## config.mk

```make
export PLATFORM = sky130hd
export DESIGN_NAME = sdram_pwrup_seq
export DESIGN_NICKNAME = d
export VERILOG_FILES = /design/src/rtl/sdram_pwrup_pkg.sv /design/src/rtl/pwrup_timer.sv /design/src/rtl/pwrup_fsm.sv /design/src/rtl/pwrup_bus_drive.sv /design/src/rtl/sdram_pwrup_seq.sv
export SDC_FILE = /design/constraint.sdc
export NUM_CORES = 1
export LEC_CHECK = 0
export CAP_MARGIN = 20
export CORE_MARGIN = 3
export CORE_UTILIZATION = 40
export CTS_BUF_LIST = sky130_fd_sc_hd__clkbuf_2
export CTS_CLUSTER_SIZE = 28
export DETAILED_ROUTE_END_ITERATION = 8
export DONT_BUFFER_PORTS = 1
export GPL_TIMING_DRIVEN = 0
export HOLD_SLACK_MARGIN = 0.08
export SYNTH_ARGS = -nofsm -noshare
export SYNTH_HDL_FRONTEND = slang
export SYNTH_HIERARCHICAL = 1
export SYNTH_SLANG_ARGS = --single-unit
```

## constraint.sdc

```tcl
create_clock -name clk -period 1.85 [get_ports clk]
set_input_delay 0.37 -clock clk [delete_from_list [all_inputs] [get_ports clk]]
set_output_delay 0.37 -clock clk [all_outputs]
set_load 0.02 [all_outputs]
```

## src/rtl/sdram_pwrup_pkg.sv

```systemverilog
package sdram_pwrup_pkg;

    // Command pin pattern {cs_n, ras_n, cas_n, we_n}
    typedef enum logic [3:0] {
        BUS_INHIBIT   = 4'b1111,
        BUS_NOP       = 4'b0111,
        BUS_PRECHARGE = 4'b0010,
        BUS_REFRESH   = 4'b0001,
        BUS_LOAD_MODE = 4'b0000
    } bus_cmd_e;

    typedef enum logic [3:0] {
        ST_AWAIT_CLK,
        ST_HOLD,
        ST_PRECHARGE,
        ST_WAIT_RP,
        ST_REFRESH_A,
        ST_WAIT_RC_A,
        ST_REFRESH_B,
        ST_WAIT_RC_B,
        ST_LOAD_MODE,
        ST_WAIT_MRD,
        ST_READY
    } seq_state_e;

    localparam int ALL_BANK_BIT = 10;
    localparam int MODE_BITS    = 12;

    // Field positions are decoded by the memory device
    function automatic logic [MODE_BITS-1:0] pack_mode(
        input logic [2:0] burst_len,
        input logic       burst_type,
        input logic [2:0] cas_lat,
        input logic [1:0] op_mode,
        input logic       wr_burst
    );
        return {2'b00, wr_burst, op_mode, cas_lat, burst_type, burst_len};
    endfunction

endpackage

```

## src/rtl/pwrup_timer.sv

```systemverilog
module pwrup_timer #(
    parameter int CNT_W = 14
) (
    input  logic             clk,
    input  logic             rst_n,
    input  logic             load,
    input  logic [CNT_W-1:0] load_val,
    output logic             expired
);

    logic [CNT_W-1:0] count_q;

    always_ff @(posedge clk or negedge rst_n) begin
        if (!rst_n) begin
            count_q <= '0;
        end else if (load) begin
            count_q <= load_val;
        end else if (count_q != '0) begin
            count_q <= count_q - 1'b1;
        end
    end

    assign expired = (count_q == '0);

endmodule

```

## src/rtl/pwrup_fsm.sv

```systemverilog
module pwrup_fsm
    import sdram_pwrup_pkg::*;
#(
    parameter int CNT_W    = 14,
    parameter int HOLD_CYC = 13300,
    parameter int T_RP     = 3,
    parameter int T_RC     = 9,
    parameter int T_MRD    = 2
) (
    input  logic             clk,
    input  logic             rst_n,
    input  logic             clk_stable,
    input  logic             expired,
    output logic             tmr_load,
    output logic [CNT_W-1:0] tmr_val,
    output bus_cmd_e         cmd,
    output logic             ready
);

    // A wait state lasting N cycles is loaded with N-1
    localparam logic [CNT_W-1:0] HOLD_LOAD = CNT_W'(HOLD_CYC - 1);
    localparam logic [CNT_W-1:0] RP_LOAD   = CNT_W'(T_RP - 2);
    localparam logic [CNT_W-1:0] RC_LOAD   = CNT_W'(T_RC - 2);
    localparam logic [CNT_W-1:0] MRD_LOAD  = CNT_W'(T_MRD - 2);

    seq_state_e state_q, state_d;

    always_ff @(posedge clk or negedge rst_n) begin
        if (!rst_n) begin
            state_q <= ST_AWAIT_CLK;
        end else begin
            state_q <= state_d;
        end
    end

    always_comb begin
        state_d  = state_q;
        tmr_load = 1'b0;
        tmr_val  = '0;
        unique case (state_q)
            ST_AWAIT_CLK: begin
                if (clk_stable) begin
                    state_d  = ST_HOLD;
                    tmr_load = 1'b1;
                    tmr_val  = HOLD_LOAD;
                end
            end
            ST_HOLD: begin
                if (expired) state_d = ST_PRECHARGE;
            end
            ST_PRECHARGE: begin
                state_d  = ST_WAIT_RP;
                tmr_load = 1'b1;
                tmr_val  = RP_LOAD;
            end
            ST_WAIT_RP: begin
                if (expired) state_d = ST_REFRESH_A;
            end
            ST_REFRESH_A: begin
                state_d  = ST_WAIT_RC_A;
                tmr_load = 1'b1;
                tmr_val  = RC_LOAD;
            end
            ST_WAIT_RC_A: begin
                if (expired) state_d = ST_REFRESH_B;
            end
            ST_REFRESH_B: begin
                state_d  = ST_WAIT_RC_B;
                tmr_load = 1'b1;
                tmr_val  = RC_LOAD;
            end
            ST_WAIT_RC_B: begin
                if (expired) state_d = ST_LOAD_MODE;
            end
            ST_LOAD_MODE: begin
                state_d  = ST_WAIT_MRD;
                tmr_load = 1'b1;
                tmr_val  = MRD_LOAD;
            end
            ST_WAIT_MRD: begin
                if (expired) state_d = ST_READY;
            end
            ST_READY: begin
                state_d = ST_READY;
            end
            default: begin
                state_d = ST_AWAIT_CLK;
            end
        endcase
    end

    always_comb begin
        ready = 1'b0;
        unique case (state_q)
            ST_AWAIT_CLK: cmd = BUS_INHIBIT;
            ST_PRECHARGE: cmd = BUS_PRECHARGE;
            ST_REFRESH_A: cmd = BUS_REFRESH;
            ST_REFRESH_B: cmd = BUS_REFRESH;
            ST_LOAD_MODE: cmd = BUS_LOAD_MODE;
            ST_READY: begin
                cmd   = BUS_NOP;
                ready = 1'b1;
            end
            default: cmd = BUS_NOP;
        endcase
    end

endmodule

```

## src/rtl/pwrup_bus_drive.sv

```systemverilog
module pwrup_bus_drive
    import sdram_pwrup_pkg::*;
#(
    parameter int                ADDR_W    = 12,
    parameter int                BA_W      = 2,
    parameter logic [ADDR_W-1:0] MODE_ADDR = '0
) (
    input  logic              clk,
    input  logic              rst_n,
    input  bus_cmd_e          cmd_i,
    input  logic              ready_i,
    output logic              cs_n,
    output logic              ras_n,
    output logic              cas_n,
    output logic              we_n,
    output logic [ADDR_W-1:0] addr,
    output logic [BA_W-1:0]   ba,
    output logic              init_done
);

    localparam logic [ADDR_W-1:0] ALL_BANK_ADDR = ADDR_W'(1) << ALL_BANK_BIT;

    logic [3:0]        pins_q;
    logic [ADDR_W-1:0] addr_d, addr_q;
    logic              done_q;

    always_comb begin
        unique case (cmd_i)
            BUS_PRECHARGE: addr_d = ALL_BANK_ADDR;
            BUS_LOAD_MODE: addr_d = MODE_ADDR;
            default:       addr_d = '0;
        endcase
    end

    always_ff @(posedge clk or negedge rst_n) begin
        if (!rst_n) begin
            pins_q <= BUS_INHIBIT;
            addr_q <= '0;
            done_q <= 1'b0;
        end else begin
            pins_q <= cmd_i;
            addr_q <= addr_d;
            done_q <= ready_i;
        end
    end

    assign {cs_n, ras_n, cas_n, we_n} = pins_q;
    assign addr      = addr_q;
    assign ba        = '0;
    assign init_done = done_q;

endmodule

```

## src/rtl/sdram_pwrup_seq.sv

```systemverilog
module sdram_pwrup_seq
    import sdram_pwrup_pkg::*;
#(
    parameter int         CLK_MHZ          = 133,
    parameter int         STARTUP_US       = 100,
    parameter int         T_RP             = 3,
    parameter int         T_RC             = 9,
    parameter int         T_MRD            = 2,
    parameter int         ADDR_W           = 12,
    parameter int         BA_W             = 2,
    parameter logic [2:0] BURST_LEN_CODE   = 3'b011,
    parameter logic       BURST_INTERLEAVE = 1'b0,
    parameter logic [2:0] CAS_LATENCY      = 3'd3,
    parameter logic [1:0] OP_MODE          = 2'b00,
    parameter logic       WRITE_SINGLE     = 1'b0
) (
    input  logic              clk,
    input  logic              rst_n,
    input  logic              clk_stable,
    output logic              cs_n,
    output logic              ras_n,
    output logic              cas_n,
    output logic              we_n,
    output logic [ADDR_W-1:0] addr,
    output logic [BA_W-1:0]   ba,
    output logic              init_done
);

    localparam int HOLD_CYC = STARTUP_US * CLK_MHZ;
    localparam int GAP_MAX  = (T_RC > T_RP) ? ((T_RC > T_MRD) ? T_RC : T_MRD)
                                            : ((T_RP > T_MRD) ? T_RP : T_MRD);
    localparam int MAX_CYC  = (HOLD_CYC > GAP_MAX) ? HOLD_CYC : GAP_MAX;
    localparam int CNT_W    = $clog2(MAX_CYC + 1);

    localparam logic [MODE_BITS-1:0] MODE_WORD =
        pack_mode(BURST_LEN_CODE, BURST_INTERLEAVE, CAS_LATENCY, OP_MODE, WRITE_SINGLE);
    localparam logic [ADDR_W-1:0] MODE_ADDR = ADDR_W'(MODE_WORD);

    logic             tmr_load;
    logic [CNT_W-1:0] tmr_val;
    logic             tmr_expired;
    bus_cmd_e         seq_cmd;
    logic             seq_ready;

    pwrup_timer #(
        .CNT_W (CNT_W)
    ) u_timer (
        .clk      (clk),
        .rst_n    (rst_n),
        .load     (tmr_load),
        .load_val (tmr_val),
        .expired  (tmr_expired)
    );

    pwrup_fsm #(
        .CNT_W    (CNT_W),
        .HOLD_CYC (HOLD_CYC),
        .T_RP     (T_RP),
        .T_RC     (T_RC),
        .T_MRD    (T_MRD)
    ) u_fsm (
        .clk        (clk),
        .rst_n      (rst_n),
        .clk_stable (clk_stable),
        .expired    (tmr_expired),
        .tmr_load   (tmr_load),
        .tmr_val    (tmr_val),
        .cmd        (seq_cmd),
        .ready      (seq_ready)
    );

    pwrup_bus_drive #(
        .ADDR_W    (ADDR_W),
        .BA_W      (BA_W),
        .MODE_ADDR (MODE_ADDR)
    ) u_drive (
        .clk       (clk),
        .rst_n     (rst_n),
        .cmd_i     (seq_cmd),
        .ready_i   (seq_ready),
        .cs_n      (cs_n),
        .ras_n     (ras_n),
        .cas_n     (cas_n),
        .we_n      (we_n),
        .addr      (addr),
        .ba        (ba),
        .init_done (init_done)
    );

endmodule

```

# Word level (Yosys, flattened, before mapping)
# Index checks and enable logic that the tools add are counted.
# word_totals
elab_cells,47
in_bits,3
output_inout_bits,19
reg_bits,34
# classes
n_mux,16
n_eq_ne,17
addsub,1
reduce_logical,8
# op_table
operator,count
$pmux 4 s11,1
$mux 14,3
$pmux 14 s3,1
$mux 4,6
$pmux 11 s2,1
$eq 4x3->1 const B,4
$pmux 4 s4,1
$logic_not 14->1,1
$reduce_bool 14->1,1
$sub 14x1->14 const B,1
$eq 4x2->1 const B,3
$eq 4x4->1 const B,3
$ne 2x2->1 const B,6
$logic_not 4->1,2
$reduce_and 6->1,1
$eq 4x1->1 const B,1
$reduce_or 4->1,1
$mux 1,2
$pmux 1 s2,1
$reduce_bool 2->1,1
$reduce_or 2->1,1

# Depth between registers and ports, before layout
# logic_depth
ltp_word,5
depth_mapped,7
ltp_nobuf,6

# Modules after synthesis
# Netlist, hierarchy kept.
# modules_own_cells
mod,area_each_um2,instances,cells_per_inst,seq_area_each_um2
pwrup_timer,825.8,1,77,350.3
pwrup_fsm,411.6,1,47,100.1
pwrup_bus_drive,301.5,1,22,180.2

# Least setup slack after synthesis
# Ideal clock, no wire load.
# synth_path
kind,reg-to-reg
start,register u_timer.count_q[0]
end,register u_fsm.state_q[2]
required_time_ns,1.725
setup_time_ns,0.125
path_stages_with_launch,8
setup_slack_ns,-0.064
synth_period_minus_slack_ns,1.914
n_path_buf,1
t_arrival_ns,1.789
path_cell_list,dfrtp_1 > inv_1 > ha_1 > nor3b_4 > and4_1 > buf_4 > and3_1 > mux2_2
# synth_via
elab_chain_len,3
elab_cells_between_ends,7
cone_classes,eq/ne: 5; reduce/logical: 2
# synth_lines
item,line,source
from (decl),pwrup_timer.sv:11,logic [CNT_W-1:0] count_q;
from (signal assigned),pwrup_timer.sv:17,count_q <= load_val;
from (signal assigned),pwrup_timer.sv:19,count_q <= count_q - 1'b1;
$logic_not 14->1 *,pwrup_timer.sv:23,assign expired = (count_q == '0);
net tmr_expired,sdram_pwrup_seq.sv:41,logic tmr_expired;
$ne 2x2->1 (no source line),-,
$reduce_and 6->1 (no source line) *,-,
to (signal assigned),pwrup_fsm.sv:32,state_q <= state_d;
to (decl),pwrup_fsm.sv:26,"seq_state_e state_q, state_d;"
# The timed path passes the listed nets; every way through them passes the cells marked *.
# A chain may end at the register's enable or synchronous reset.

# Worst setup path after layout
# layout_path
start,register u_timer.count_q[1]
end,register u_fsm.state_q[2]
# The elaborated chain is that of the path after synthesis.

==> out/summary.txt <==
status - completed
Synth cell types - 49
Flop pwr share - 0.466
YS warnings - 6
area of the mapped netlist - 0.00154 sq mm
ys flop type - dfrtp_1
proportion of layout cells with a drive suffix above 1 - 0.394
maximum vdd drop - 409 uV
Layout area overhead - 17.5%
Crit Path Max Fanout - 4
core area - 0.00352 sq mm
FF+latch count, synth - 25
Leak Pwr - 0.803 nW
die span in y - 68.0 um
R2R depth - 7
clock group share of total power - 0.114
post-synth top area cell - dfrtp_1
Initial Util - 0.437
commonest cells after routing, fill and taps aside - buf_4 (31), dfrtp_1 (19), conb_1 (12)
clock sinks - 25
post-synthesis adder-cell area fraction - 0.00813
Max-Cap Viols - 0
Setup Total Neg Slack - 0 ns
Worst Setup End Kind - flop
Post-Synth Simple-Gate Area - 0.220
worst hold path cell count - 4
net load switching power - 0.775 mW
Synth top area share - 0.341
number of buffers added on ports - 0
post-layout minimum cycle time - 1.81 ns
routed vias - 1,102
Post-Route WL - 3040 um
Gate Count Post-Synth - 146
Avg Inst Size Synth - 10.5 sq um
most common cell after layout, fill and taps aside - buf_4
Worst Hold Class - input pin to flop
router iterations before antenna repair - 4
critical path required time - 2.14 ns
main combinational cell family by area after synthesis - simple AND/OR/NAND/NOR gates
Root Buffer - clkbuf_2
largest net degree at the start of global routing - 26
final non-filler cell area - 0.00181 sq mm
# setup viols final - 0
PD cells - 1110 mW/mm^2
n_diodes - 0
mux share of post-synthesis cell area - 0.00732
total track usage - 0.145
Worst-path clk slew - 0.26 ns
fin crit share - 0.976
Hold Fails Final Rpt - 0
worst clock skew - 0.0138 ns
CTS tree - done
DR WL/cell - 14.1 um
Internal - 1.23 mW
Slew Viols, Final - 0
total power - 2.00 mW
sw frac - 0.387
FP Rows - 21
clk buf depth - 2
HPWL after DPL - 1990 um
first-pass GRT wire length - 5060 um
die span in x - 68.0 um
crit path DAT - 2.10 ns
RSZ-0062 raised after global routing - yes
asr flop ratio synth - 1.00
CP startpoint kind - flop
post-layout util - 0.514
Logic pwr share - 0.420
antenna violations before repair - 0
via/cell ratio - 5.10
die area - 0.00463 sq mm
starting DRC count in detailed routing - 66
XOR/XNOR Fraction of Synth Area - 0.0626
DRC - 0
worst skew pair latency - 0.36 ns
vias in the first global route - 1,062
register area share after synthesis - 0.410
grt total ovfl - 0
area of placed instances - 0.00166 sq mm
WS Path Type - flop to flop
IO Count - 22
Area contributors post-synth - dfrtp_1 (34%), buf_4 (11%), dfstp_2 (6.8%)
Fmax - 554 MHz
Final ANT Viol Nets - 0
Synth Area in Compound Gates - 0.138
htree depth - 1
cts bufs inserted - 3
Post-synth EDFFs - 0
Final nets - 175
RePlAce Congestion - 0.847
## layer usage
metal,vias to the layer above,global-route usage,share of wire
met5,-,0,0
met4,0,0.0447,0.0063
met3,2,0.0213,0.057
met2,32,0.245,0.50
met1,537,0.189,0.44
li1,531,-,-
## worst max-delay path: stages (launching register included)
cell     delay, ns
dfrtp_1       0.46
inv_2         0.08
ha_4          0.13
nor3b_4       0.21
and4_1        0.24
buf_6         0.12
and3_4        0.18
mux2_2        0.32
## state kept, by name (all words and copies together) (netlist names)
register,count
u_timer/count_q,14
u_fsm/state_q,4
u_drive/addr,2
u_drive/init_done,1
u_drive/pins_q,4
## layout make-up
cell class,count,area [sq um]
fillers,345,1710
well taps,46,57.6
multi-input cells,99,766
clock inverters,1,7.51
plain buffers,29,228
clock buffers,3,15.0
inverters,3,11.3
flip-flops and latches,25,633
repair buffers,10,90.1
## cell usage after synthesis (all sizes together), types with 4 or more instances
library cell	number
nor2	8
xnor2	10
o31ai	4
dfstp	4
nand2	7
nor4	5
nor3	6
buf	27
a22o	7
nor2b	6
dfrtp	21
## what timing repair did
action | CTS | global route
hold buffers | 2 | 0
resized for setup | 5 | 8
endpoints found under the setup margin | 16 | 14
endpoints found under the hold margin | 25 | 0
pin swaps | 0 | 3
buffers inserted | 5 | 3
## kinds of logic after synthesis
group,count (synthesis)
multiplexers,1
other,2
XOR/XNOR,11
buffers and inverters,32
adder cells (fa/ha/maj),1
AND/OR/NAND/NOR,48
flip-flops,25
AO/OA/AOI/OAI,26
## through the flow
stage,cells,hold slack [ns],worst slack [ns]
after floorplan,156,0.0744,0.00649
after global placement,202,0.0750,-0.356
after detailed placement,202,0.0750,-0.412
after CTS,213,0.348,0.0328
after global routing,216,0.344,-0.0245
final,216,0.347,0.0438
## power by group through the flow
stage               registers (mW)  logic, mW  clock network (mW)
global placement             0.929      0.681                   0
global route                 0.957      0.928               0.255
floorplan                    0.898      0.616                   0
detailed placement           0.935      0.704                   0
finish                       0.933      0.842               0.229
CTS                          0.914      0.784               0.247
## path summary, 6_finish.rpt
path	from	endpoint	slack, ns
worst min-delay path	clk_stable	u_timer/count_q[0]	0.35
max in group asynchronous	rst_n	u_drive/pins_q[1]	1.23
worst max register to register	u_timer/count_q[1]	u_fsm/state_q[2]	0.04
min in group asynchronous	rst_n	u_drive/init_done	0.40
worst max-delay path	u_timer/count_q[1]	u_fsm/state_q[2]	0.04
worst min register to register	u_fsm/state_q[2]	u_drive/pins_q[3]	0.59
(Power assumes the default switching activity.)
